### src/rtl/dbq_pkg.sv
package dbq_pkg;
   // Registered view of the bus lines, every field active high.
   typedef struct packed {
      logic grant;
      logic busy;
      logic dretry;
      logic aretry;
      logic addr_act;
   } dbq_smp_t;
endpackage

### src/rtl/dbq_sampler.sv
module dbq_sampler
   import dbq_pkg::*;
(
   input  logic     clk,
   input  logic     rst,
   input  logic     dgnt_n,
   input  logic     busy_n,
   input  logic     dretry_n,
   input  logic     aretry_n,
   input  logic     addr_act,
   output dbq_smp_t smp
);
   // Lines are captured once per edge; reset treats all as negated.
   always_ff @(posedge clk) begin
      if (rst) begin
         smp <= '0;
      end else begin
         smp.grant    <= ~dgnt_n;
         smp.busy     <= ~busy_n;
         smp.dretry   <= ~dretry_n;
         smp.aretry   <= ~aretry_n;
         smp.addr_act <= addr_act;
      end
   end
endmodule

### src/rtl/dbq_pend_queue.sv
module dbq_pend_queue #(
   parameter int DEPTH = 2,
   parameter int TAG_W = 4,
   parameter int CNT_W = $clog2(DEPTH + 1)
) (
   input  logic             clk,
   input  logic             rst,
   input  logic             push,
   input  logic [TAG_W-1:0] push_tag,
   input  logic             deq,
   input  logic             drop,
   output logic [CNT_W-1:0] cnt,
   output logic [TAG_W-1:0] head_tag
);
   localparam int IDX_W = (DEPTH > 1) ? $clog2(DEPTH) : 1;

   generate
      if (DEPTH < 1) begin : g_bad_depth
         $error("dbq_pend_queue: DEPTH must be at least 1");
      end
      if (TAG_W < 1) begin : g_bad_tag
         $error("dbq_pend_queue: TAG_W must be at least 1");
      end
      if (CNT_W < $clog2(DEPTH + 1)) begin : g_bad_cnt
         $error("dbq_pend_queue: CNT_W too narrow for DEPTH");
      end
   endgenerate

   logic [TAG_W-1:0] slot_q [DEPTH];
   logic [TAG_W-1:0] slot_d [DEPTH];
   logic [CNT_W-1:0] cnt_q;
   logic [CNT_W-1:0] n_v;

   // Order of operations: retire head, discard newest, then append.
   always_comb begin
      slot_d = slot_q;
      n_v    = cnt_q;
      if (deq && n_v != '0) begin
         for (int i = 0; i < DEPTH - 1; i++) begin
            slot_d[i] = slot_d[i+1];
         end
         n_v = n_v - CNT_W'(1);
      end
      if (drop && n_v != '0) begin
         n_v = n_v - CNT_W'(1);
      end
      if (push && n_v < CNT_W'(DEPTH)) begin
         slot_d[n_v[IDX_W-1:0]] = push_tag;
         n_v = n_v + CNT_W'(1);
      end
   end

   always_ff @(posedge clk) begin
      if (rst) begin
         cnt_q <= '0;
         for (int i = 0; i < DEPTH; i++) begin
            slot_q[i] <= '0;
         end
      end else begin
         cnt_q  <= n_v;
         slot_q <= slot_d;
      end
   end

   assign cnt      = cnt_q;
   assign head_tag = (cnt_q != '0) ? slot_q[0] : '0;
endmodule

### src/rtl/dbq_tenure_ctl.sv
module dbq_tenure_ctl
   import dbq_pkg::*;
#(
   parameter int CNT_W = 2
) (
   input  logic             clk,
   input  logic             rst,
   input  dbq_smp_t         smp,
   input  logic [CNT_W-1:0] pend_cnt,
   input  logic             xfer_last,
   output logic             busy_out_n,
   output logic             own_start,
   output logic             deq,
   output logic             drop
);
   logic act_q, gap_q, start_q;
   logic one_left, any_pend, ar_own, idle, qual, ten_end;

   always_comb begin
      one_left = (pend_cnt == CNT_W'(1));
      any_pend = (pend_cnt != '0);
      ar_own   = smp.aretry & smp.addr_act;
      idle     = ~act_q & ~gap_q;
      // Retry hits the sole entry while its address tenure is open: overlap.
      qual     = idle & any_pend & smp.grant & ~smp.busy & ~smp.dretry
                 & ~(ar_own & one_left);
      ten_end  = act_q & (xfer_last | smp.dretry);
      deq      = act_q & xfer_last & ~smp.dretry;
      drop     = ar_own & any_pend & ~(act_q & one_left);
   end

   always_ff @(posedge clk) begin
      if (rst) begin
         act_q   <= 1'b0;
         gap_q   <= 1'b0;
         start_q <= 1'b0;
      end else begin
         start_q <= qual;
         gap_q   <= ten_end;
         if (qual)         act_q <= 1'b1;
         else if (ten_end) act_q <= 1'b0;
      end
   end

   assign busy_out_n = ~act_q;
   assign own_start  = start_q;
endmodule

### src/rtl/dbus_tenure_qual.sv
module dbus_tenure_qual
   import dbq_pkg::*;
#(
   parameter int DEPTH = 2,
   parameter int TAG_W = 4,
   localparam int CNT_W = $clog2(DEPTH + 1)
) (
   input  logic             clk,
   input  logic             rst,
   input  logic             bus_dgnt_n,
   input  logic             bus_busy_n,
   input  logic             bus_dretry_n,
   input  logic             bus_aretry_n,
   input  logic             addr_push,
   input  logic [TAG_W-1:0] addr_tag,
   input  logic             addr_active,
   input  logic             xfer_last,
   output logic             busy_out_n,
   output logic             own_start,
   output logic [TAG_W-1:0] own_tag,
   output logic [CNT_W-1:0] pend_cnt
);
   dbq_smp_t smp;
   logic     deq, drop;

   dbq_sampler u_smp (
      .clk      (clk),
      .rst      (rst),
      .dgnt_n   (bus_dgnt_n),
      .busy_n   (bus_busy_n),
      .dretry_n (bus_dretry_n),
      .aretry_n (bus_aretry_n),
      .addr_act (addr_active),
      .smp      (smp)
   );

   dbq_pend_queue #(.DEPTH(DEPTH), .TAG_W(TAG_W), .CNT_W(CNT_W)) u_q (
      .clk      (clk),
      .rst      (rst),
      .push     (addr_push),
      .push_tag (addr_tag),
      .deq      (deq),
      .drop     (drop),
      .cnt      (pend_cnt),
      .head_tag (own_tag)
   );

   dbq_tenure_ctl #(.CNT_W(CNT_W)) u_ctl (
      .clk        (clk),
      .rst        (rst),
      .smp        (smp),
      .pend_cnt   (pend_cnt),
      .xfer_last  (xfer_last),
      .busy_out_n (busy_out_n),
      .own_start  (own_start),
      .deq        (deq),
      .drop       (drop)
   );
endmodule

### config.mk
export PLATFORM = sky130hd
export DESIGN_NAME = dbus_tenure_qual
export DESIGN_NICKNAME = d
export VERILOG_FILES = /design/src/rtl/dbq_pkg.sv /design/src/rtl/dbq_sampler.sv /design/src/rtl/dbq_pend_queue.sv /design/src/rtl/dbq_tenure_ctl.sv /design/src/rtl/dbus_tenure_qual.sv
export SDC_FILE = /design/constraint.sdc
export NUM_CORES = 1
export LEC_CHECK = 0
export BUFFER_PORTS_ARGS = -buffer_cell sky130_fd_sc_hd__buf_2
export CAP_MARGIN = 20
export CORE_ASPECT_RATIO = 1.1
export CORE_MARGIN = 5
export CORE_UTILIZATION = 55
export DETAILED_ROUTE_END_ITERATION = 10
export GPL_ROUTABILITY_DRIVEN = 0
export GPL_TIMING_DRIVEN = 0
export HOLD_SLACK_MARGIN = 0.08
export PLACE_DENSITY = 0.81
export SLEW_MARGIN = 20
export SYNTH_ARGS = -nofsm -noshare
export SYNTH_HDL_FRONTEND = slang
export SYNTH_SLANG_ARGS = --single-unit
### constraint.sdc
create_clock -name clk -period 6.8 [get_ports clk]
set_input_delay 0.34 -clock clk [delete_from_list [all_inputs] [get_ports clk]]
set_output_delay 0.34 -clock clk [all_outputs]
set_load 0.01 [all_outputs]
==> results.md, run 1 <==
Critical path:
- The worst setup path is of the flip-flop to flip-flop kind.
- The dominant delay contributor by cell family on the critical path is compound AO/OA/AOI/OAI gates.
- Along the worst path, the maximum fanout reaches 7.
- The critical path buffer and inverter count is 2.
- The worst setup path is launched from a flip-flop.
- The most numerous cell on the critical path is sky130_fd_sc_hd__ha_1.
- The critical path runs through a total of 10 cells.
- STA puts the critical path data required time at 7020 ps.
- Traced cell by cell, the critical path runs through inv_2 -> ha_1 -> and4bb_1 -> buf_6 -> mux2_4 -> ha_1 -> a2111oi_2 -> and3_1 -> o2bb2ai_2 -> mux2i_1.
- The largest single stage delay on the critical path is 490 ps.
- The minimum setup slack among reg-to-reg paths is 3780 ps.
- The sort of element at the end of the critical path is a flip-flop.
- Data arrives at the worst endpoint at 3240 ps.
- The logic depth of the worst register-to-register path is 10.
- In this run the critical register-to-register path is launched from u_q.cnt[0]$_SDFF_PP0_.
- The slowest stage of the critical path belongs to the cell sky130_fd_sc_hd__a2111oi_2.

STA:
- The post-layout minimum cycle time is 3020 ps.
- The final hold violation count is 0.
- Between clock sinks in the finished design, the worst skew comes to 10.6 ps.
- Static timing analysis puts the maximum clock frequency at 331 MHz.
- Setup repair after global routing left no endpoint under its margin.
- The remaining max-slew budget at the tightest pin is 0.582.
- The final count of pins violating max slew came to 0.
- The final sum of negative setup slack is 0 ps.
- The final period utilization is 0.444.
- At the pin with the least slew margin, the transition time is 626 ps.
- Setup violations remaining at the end of the flow were counted as 0.

Run status:
- The flow ran to the end, and the final reports show no timing, DRC or antenna violations.

Final layout:
- The antenna cell count is 0.
- In the final layout, the multi-input gates occupy 513 sq um.
- The area growth from synthesis to layout is 15.8%.
- The layout cell share with drive strength beyond 1 is 0.301.
- The number of filler cells placed in the layout is 140.
- The library cells used most frequently in the layout, excluding fill and tap cells, are sky130_fd_sc_hd__buf_2 (20), sky130_fd_sc_hd__dfxtp_1 (18), sky130_fd_sc_hd__mux2i_1 (12).
- For this run, the post-layout net count is 131.
- The library cell used most frequently in the layout, excluding fill and tap cells, is sky130_fd_sc_hd__buf_2.
- Across the whole layout, storage elements account for 360 sq um.

Route:
- Wires add up to 1640 um.
- The number of violations reported at the end of detailed-routing iteration 0 is 8.
- The number of antenna-violating nets in the routed design is 0.
- For this run, design rule violations remaining after detail routing come to 0.
- In the routed layout, each cell is associated on average with a via count of 5.30.
- The routed wire length per instance is 12.6 um.
- The total number of vias is 689.
- Before antenna repair, the detailed router went through 2 iterations.

Floorplan:
- The die height is 52.7 um.
- During I/O placement, the number of pins put on the boundary was 21.
- The die is 48.8 um wide.
- After floorplanning, the core was divided into 15 placement rows.
- The total area inside the core boundary comes to 1580 sq um.
- The initial cell density of the core is 0.578.
- The floorplan step defined a die boundary enclosing 2570 sq um.

Global route:
- The final global-route overflow total is 0.
- For this run, global-route usage on met1 was measured as 0.158.
- The total global-route track usage is 0.133.
- In this run the most used layer during global routing was met2.
- For this run, global-route usage on met2 was measured as 0.220.
- The global-route wire length before repair is 2630 um.
- For this run, global-route usage on met3 was measured as 0.0370.
- Entering global routing, the biggest net connects 11 pins.
- The via count of the first global-routing pass came to 626.
- The initial antenna violation count is 0.

Clock network:
- The clock latency at the later pin of the worst-skew pair is 280 ps.
- The buffer levels on the longest clock path is 2.
- TritonCTS built the clock tree.
- In this run the clock root is driven by a sky130_fd_sc_hd__clkbuf_4.
- The number of buffers created by CTS is 3.
- CTS saw 18 sinks.
- The post-CTS setup repair buffer count is 0.
- The cts-stage hold buffer count is 0.
- The clock transition time at the flip-flop clock pins of the worst setup and hold paths is 100 ps.
- The number of gates resized after cts is 0.
- The CTS H-tree depth is 1.

Placed design:
- Detailed placement ended at an HPWL of 1290 um.
- The quantity of I/O buffers inserted on ports is 20.

Power:
- Dividing total power by cell area gives a power density of 194 nW/um^2.
- The overall power consumption is 0.204 mW.
- The analysis attributes to cell leakage a power of 0.464 nW.
- IR analysis of the VDD net gives a maximum drop of 0.000154 V.

Logic synthesis:
- The count of different cell masters after synthesis is 31.
- In this run the cell area of the synthesized design comes to 911 sq um.
- The number of instances in the synthesized netlist is 90.
- The share of the synthesized area in the top cell type is 0.396.
- A synthesized cell averages 10.1 sq um.
- The sequential share of the synthesized area is 0.396.
- The Yosys step of the flow raised 0 warnings.
- The number of register bits inferred by synthesis is 18.
- The cell type with the highest aggregate area in the netlist is sky130_fd_sc_hd__dfxtp_1.
- Yosys attributes the largest share of cell area to sky130_fd_sc_hd__dfxtp_1 (40%), sky130_fd_sc_hd__mux2i_1 (13%), sky130_fd_sc_hd__nand2b_1 (5.5%).
- The number of nets in the synthesized netlist is 106.

Flow run:
- The number of max-cap violations is 0.

Min path:
- The tightest min-delay check is of the primary input to flip-flop type.
- The hold-critical path endpoint is u_smp.smp[4]$_SDFF_PP0_.
- The launch instance of the worst min-delay path is bus_dgnt_n.
- The worst hold path was traced through 2 stages.
power by group:
| group | leakage (nW) | switching [mW] | internal (mW) |
|---|---|---|---|
| clock | 0.0138 | 0.0292 | 0.0205 |
| combinational | 0.302 | 0.0204 | 0.0195 |
| sequential | 0.148 | 0.00333 | 0.111 |
| total | 0.464 | 0.0529 | 0.152 |
stage by stage:
step | hold WS [ps] | std cells | setup slack [ps] | instance area (sq um) | utilization
2_1_floorplan | 412 | 90 | 4010 | 911 | -
3_3_place_gp | 461 | 127 | 3820 | 1030 | 0.655
3_5_place_dp | 467 | 127 | 3800 | 1030 | 0.655
4_1_cts | 194 | 130 | 3780 | 1050 | 0.669
5_1_grt | 180 | 130 | 3580 | 1050 | 0.669
6_report | 205 | 130 | 3780 | 1050 | 0.669
metal layers:
metal  share of wire  wire length, um
met2            0.47              776
met1            0.47              770
met4          0.0092               15
met5               0                0
met3           0.045               73
cell families after synthesis:
group,after synthesis,share of synthesized area
compound gates,9,0.100
fa+ha+maj,3,0.0412
mux,13,0.148
xor+xnor,1,0.0302
simple gates,38,0.243
buf+inv,8,0.0412
flops,18,0.396
worst reg2reg max path: cells and delay by family (launching register included):
family,cells,cell delay (ps)
DFF,1,380
buffers and inverters,2,240
and+or+nand+nor,2,600
AOI/OAI and AO/OA,2,680
muxes,2,560
adders and majority gates,2,500
synth_stat cells, drive strengths merged:
cell type  number
nor4b           1
or2             4
nand2b          9
nand3           2
mux2            1
o2bb2a          1
and2b           2
a2111oi         1
inv             5
nor2b           3
dfxtp          18
nand4           1
o21ai           1
and3            2
a21oi           3
xnor2           1
or3             1
mux2i          12
o2bb2ai         1
nand2           5
clkbuf          2
nor3            2
nor2            5
o41ai           1
o21a            1
buf             1
ha              3
and4bb          1
worst max-delay path by stage:
stage                                          end  slack [ps]                  start
after floorplan           u_q.slot_q[4]$_SDFF_PP0_        4010  u_q.cnt[0]$_SDFF_PP0_
after global placement    u_q.slot_q[5]$_SDFF_PP0_        3820  u_q.cnt[0]$_SDFF_PP0_
after detailed placement                 flip-flop        3800  u_q.cnt[0]$_SDFF_PP0_
after CTS                                flip-flop        3780  u_q.cnt[0]$_SDFF_PP0_
after global routing                     flip-flop        3580  u_q.cnt[0]$_SDFF_PP0_
final                                    flip-flop        3780  u_q.cnt[0]$_SDFF_PP0_
final cells by class:
cell class,count,share of cell area
well taps,17,0.0202
multi-input cells,64,0.486
flip-flops and latches,18,0.342
plain buffers,3,0.0178
repair buffers,20,0.0949
clock buffers,3,0.0214
inverters,5,0.0178
Power figures use the tool's default switching activity.
==> inputs of run 2 (changes only) <==
- CORE_UTILIZATION: 55 -> 51
- PLACE_DENSITY: 0.81 -> 0.76
- clock period: 6.8 -> 2.94 ns (I/O delays scaled with it)
==> run 2 against run 1 <==
Setup slack worse by 3700 ps. Highest routed layer unchanged. Largest power group unchanged. Worst hold slack worse by 77 ps. Largest cell class unchanged. Register-to-register slack worse by 3700 ps. Global-route usage is 1.4 points higher. Sequential power is 130% higher.
==> results.md, run 2 (synthesized netlist as in run 1, its figures left out) <==
Run status:
- The run finished with clean final reports.

Route:
- The number of detailed-routing iterations run before antenna repair is 5.
- The total wirelength of the detailed-routed design is 1840 um.
- The number of vias per cell after detailed routing is 5.34.
- Dividing the detail-routed wire length by the instance count gives 13.2 um.
- Once detail routing completed, the nets flagged for antenna violations numbered 0.
- The total DRC errors in the routed layout is 0.
- After the first detailed-routing iteration, the DRC count stood at 8.
- The detailed router placed 748 vias in this run.

Critical path:
- The worst setup path is of the flip-flop to flip-flop kind.
- The worst register-to-register path begins at u_q.cnt[0]$_SDFF_PP0_.
- Measured in cells, the most critical reg-to-reg path has a length of 11.
- The maximum fanout count along the critical path is 7.
- The worst register-to-register path ends at u_q.cnt[0]$_SDFF_PP0_.
- STA classifies the critical path startpoint as a flip-flop.
- STA puts the critical path data required time at 3160 ps.
- The minimum setup slack among reg-to-reg paths is 90 ps.
- STA classifies the critical path endpoint as a flip-flop.
- Data on the critical path arrives at its endpoint at 3070 ps.

Final layout:
- The repair_antennas step left the layout with diodes totalling 0.
- From synthesis to final layout, the design area changed by 29.8%.
- The area occupied by registers is 363 sq um.
- Once layout is done, the placed cells without fillers occupy 1180 sq um.
- At the end of the flow, the number of nets in the layout was 139.
- In the layout the commonest cells are sky130_fd_sc_hd__buf_2 (20), sky130_fd_sc_hd__dfxtp_1 (16), sky130_fd_sc_hd__mux2i_1 (12).
- The number of filler cells placed in the layout is 140.
- Of the cells placed in the final design, the portion with a size suffix greater than 1 is 0.336.
- The library cell used most frequently in the layout, excluding fill and tap cells, is sky130_fd_sc_hd__buf_2.
- In the final layout, the multi-input gates occupy 548 sq um.

Clock network:
- TritonCTS created 3 clock buffers.
- The tree is rooted in a sky130_fd_sc_hd__clkbuf_4.
- Clock-pin slew was measured on the worst setup and hold paths at 110 ps.
- Counting every sink on the clock net gives 18.
- The clock passes through at most 2 buffers.
- The CTS H-tree depth is 1.
- Clock latency on the worst-skew pair, taken at its later pin, is 290 ps.
- The clock tree from TritonCTS is built.

Flow run:
- The number of max-cap violations is 0.

Power:
- The internal power is 0.390 mW.
- The switching power share of the total is 0.261.
- The switching component of the power is 0.138 mW.
- The static power due to leakage is 0.509 nW.
- Power comes to 0.528 mW.
- The share of total power dissipated in combinational logic is 0.207.
- The sequential group share of total power is 0.505.
- Of the total power, the clock network draws 0.287.
- In this run the power density over the cells is 446 nW/um^2.
- The worst-case IR drop observed on VDD is 0.000317 V.

Global route:
- The via count of the first global-routing pass is 742.
- Entering global routing, the biggest net connects 11 pins.
- The total global-route track usage is 0.147.
- The final global-route overflow total is 0.
- The initial antenna violation count is 0.
- The first global-routing pass estimated 3040 um of wire.

Floorplan:
- The die covers 2730 sq um.
- The die height is 54.3 um.
- The I/O pin count is 21.
- The floorplan step defined a core boundary enclosing 1740 sq um.
- The initial cell density of the core is 0.523.
- The floorplan step set the die width to 50.3 um.
- The count of standard-cell rows is 16.

STA:
- Setup violations remaining at the end of the flow were counted as 0.
- The achievable clock frequency is 351 MHz.
- The final hold violation count was 0.
- The remaining max-slew budget at the tightest pin is 0.709.
- The post-layout minimum cycle time is 2850 ps.
- The final count of pins violating max slew is 0.
- The final sum of negative setup slack is 0 ps.
- The slew at the pin with the worst max-slew slack is 437 ps.
- The final period utilization is 0.969.
- The maximum clock skew at final layout is 5.90 ps.

Placed design:
- Port buffering added 20 buffers.
- Summed over all nets, the half-perimeter wirelength after detailed placement is 1330 um.
- The placed cell area is 1030 sq um.

Min path:
- The worst hold path cell count is 3.
- The hold-critical path endpoint is u_q.slot_q[5]$_SDFF_PP0_.
- The launch instance of the worst min-delay path is addr_tag[1].
- The class of the tightest hold or removal check is primary input to flip-flop.
-- run 2: changes by cell type in the layout (fill, tap and decap cells not counted), moves of 2 or more --
cell	before	now
sky130_fd_sc_hd__dfxtp_2	0	2
sky130_fd_sc_hd__dfxtp_1	18	16
sky130_fd_sc_hd__dlygate4sd3_1	0	6
sky130_fd_sc_hd__buf_4	0	2
-- run 2: stage by stage --
stage	cells	setup slack, ps	hold WS, ps	util
2_1_floorplan	90	155	219	-
5_1_grt	140	-28.7	140	0.679
3_3_place_gp	128	-36.9	302	0.593
6_report	140	89.8	129	0.679
4_1_cts	138	29.1	126	0.656
3_5_place_dp	128	-79.9	306	0.593
-- run 2: worst max-delay path, stage by stage, from the launching register on --
cell	delay (ps)
sky130_fd_sc_hd__dfxtp_2	370
sky130_fd_sc_hd__inv_2	80
sky130_fd_sc_hd__ha_4	200
sky130_fd_sc_hd__and4bb_1	270
sky130_fd_sc_hd__buf_6	160
sky130_fd_sc_hd__mux2_4	340
sky130_fd_sc_hd__ha_1	230
sky130_fd_sc_hd__a2111oi_4	420
sky130_fd_sc_hd__buf_4	200
sky130_fd_sc_hd__a21oi_2	40
sky130_fd_sc_hd__or3_1	340
sky130_fd_sc_hd__a21oi_1	130
-- run 2: how the worst max path moves through the flow --
| stage | start | end | cells past startpoint |
|---|---|---|---|
| floorplan | u_q.cnt[0]$_SDFF_PP0_ | u_q.slot_q[4]$_SDFF_PP0_ | 10 |
| global route | u_q.cnt[0]$_SDFF_PP0_ | u_q.cnt[0]$_SDFF_PP0_ | 11 |
| finish | u_q.cnt[0]$_SDFF_PP0_ | u_q.cnt[0]$_SDFF_PP0_ | 11 |
| global placement | u_q.cnt[0]$_SDFF_PP0_ | u_q.slot_q[6]$_SDFF_PP0_ | 10 |
| detailed placement | u_q.cnt[0]$_SDFF_PP0_ | flip-flop | 10 |
| CTS | u_q.cnt[0]$_SDFF_PP0_ | flip-flop | 10 |
-- run 2: area by class of cell --
class | count | area share
multi-input combinational | 64 | 0.463
buffer | 3 | 0.0159
clock buffer | 4 | 0.0307
timing repair buffer | 28 | 0.148
tap | 18 | 0.0190
sequential | 18 | 0.307
inverter | 5 | 0.0159
-- run 2: power by group through the flow --
stage / registers [mW] / clock network (mW) / logic (mW)
floorplan: 0.271 / 0 / 0.0650
global placement: 0.270 / 0 / 0.0904
detailed placement: 0.272 / 0 / 0.0934
CTS: 0.266 / 0.156 / 0.103
global route: 0.268 / 0.168 / 0.119
finish: 0.267 / 0.152 / 0.109
-- run 2: repair_timing --
item,in CTS,in global routing
endpoints found under the hold margin,6,0
setup endpoints to repair,8,9
hold buffers,6,0
setup buffers,0,2
pin swaps,0,1
resized for setup,1,6
-- run 2: metal layers --
metal	up-vias	track usage	share of wire
li1	372	-	-
met1	352	0.176	0.44
met2	18	0.238	0.49
met3	6	0.0354	0.039
met4	0	0.0936	0.028
met5	-	0	0
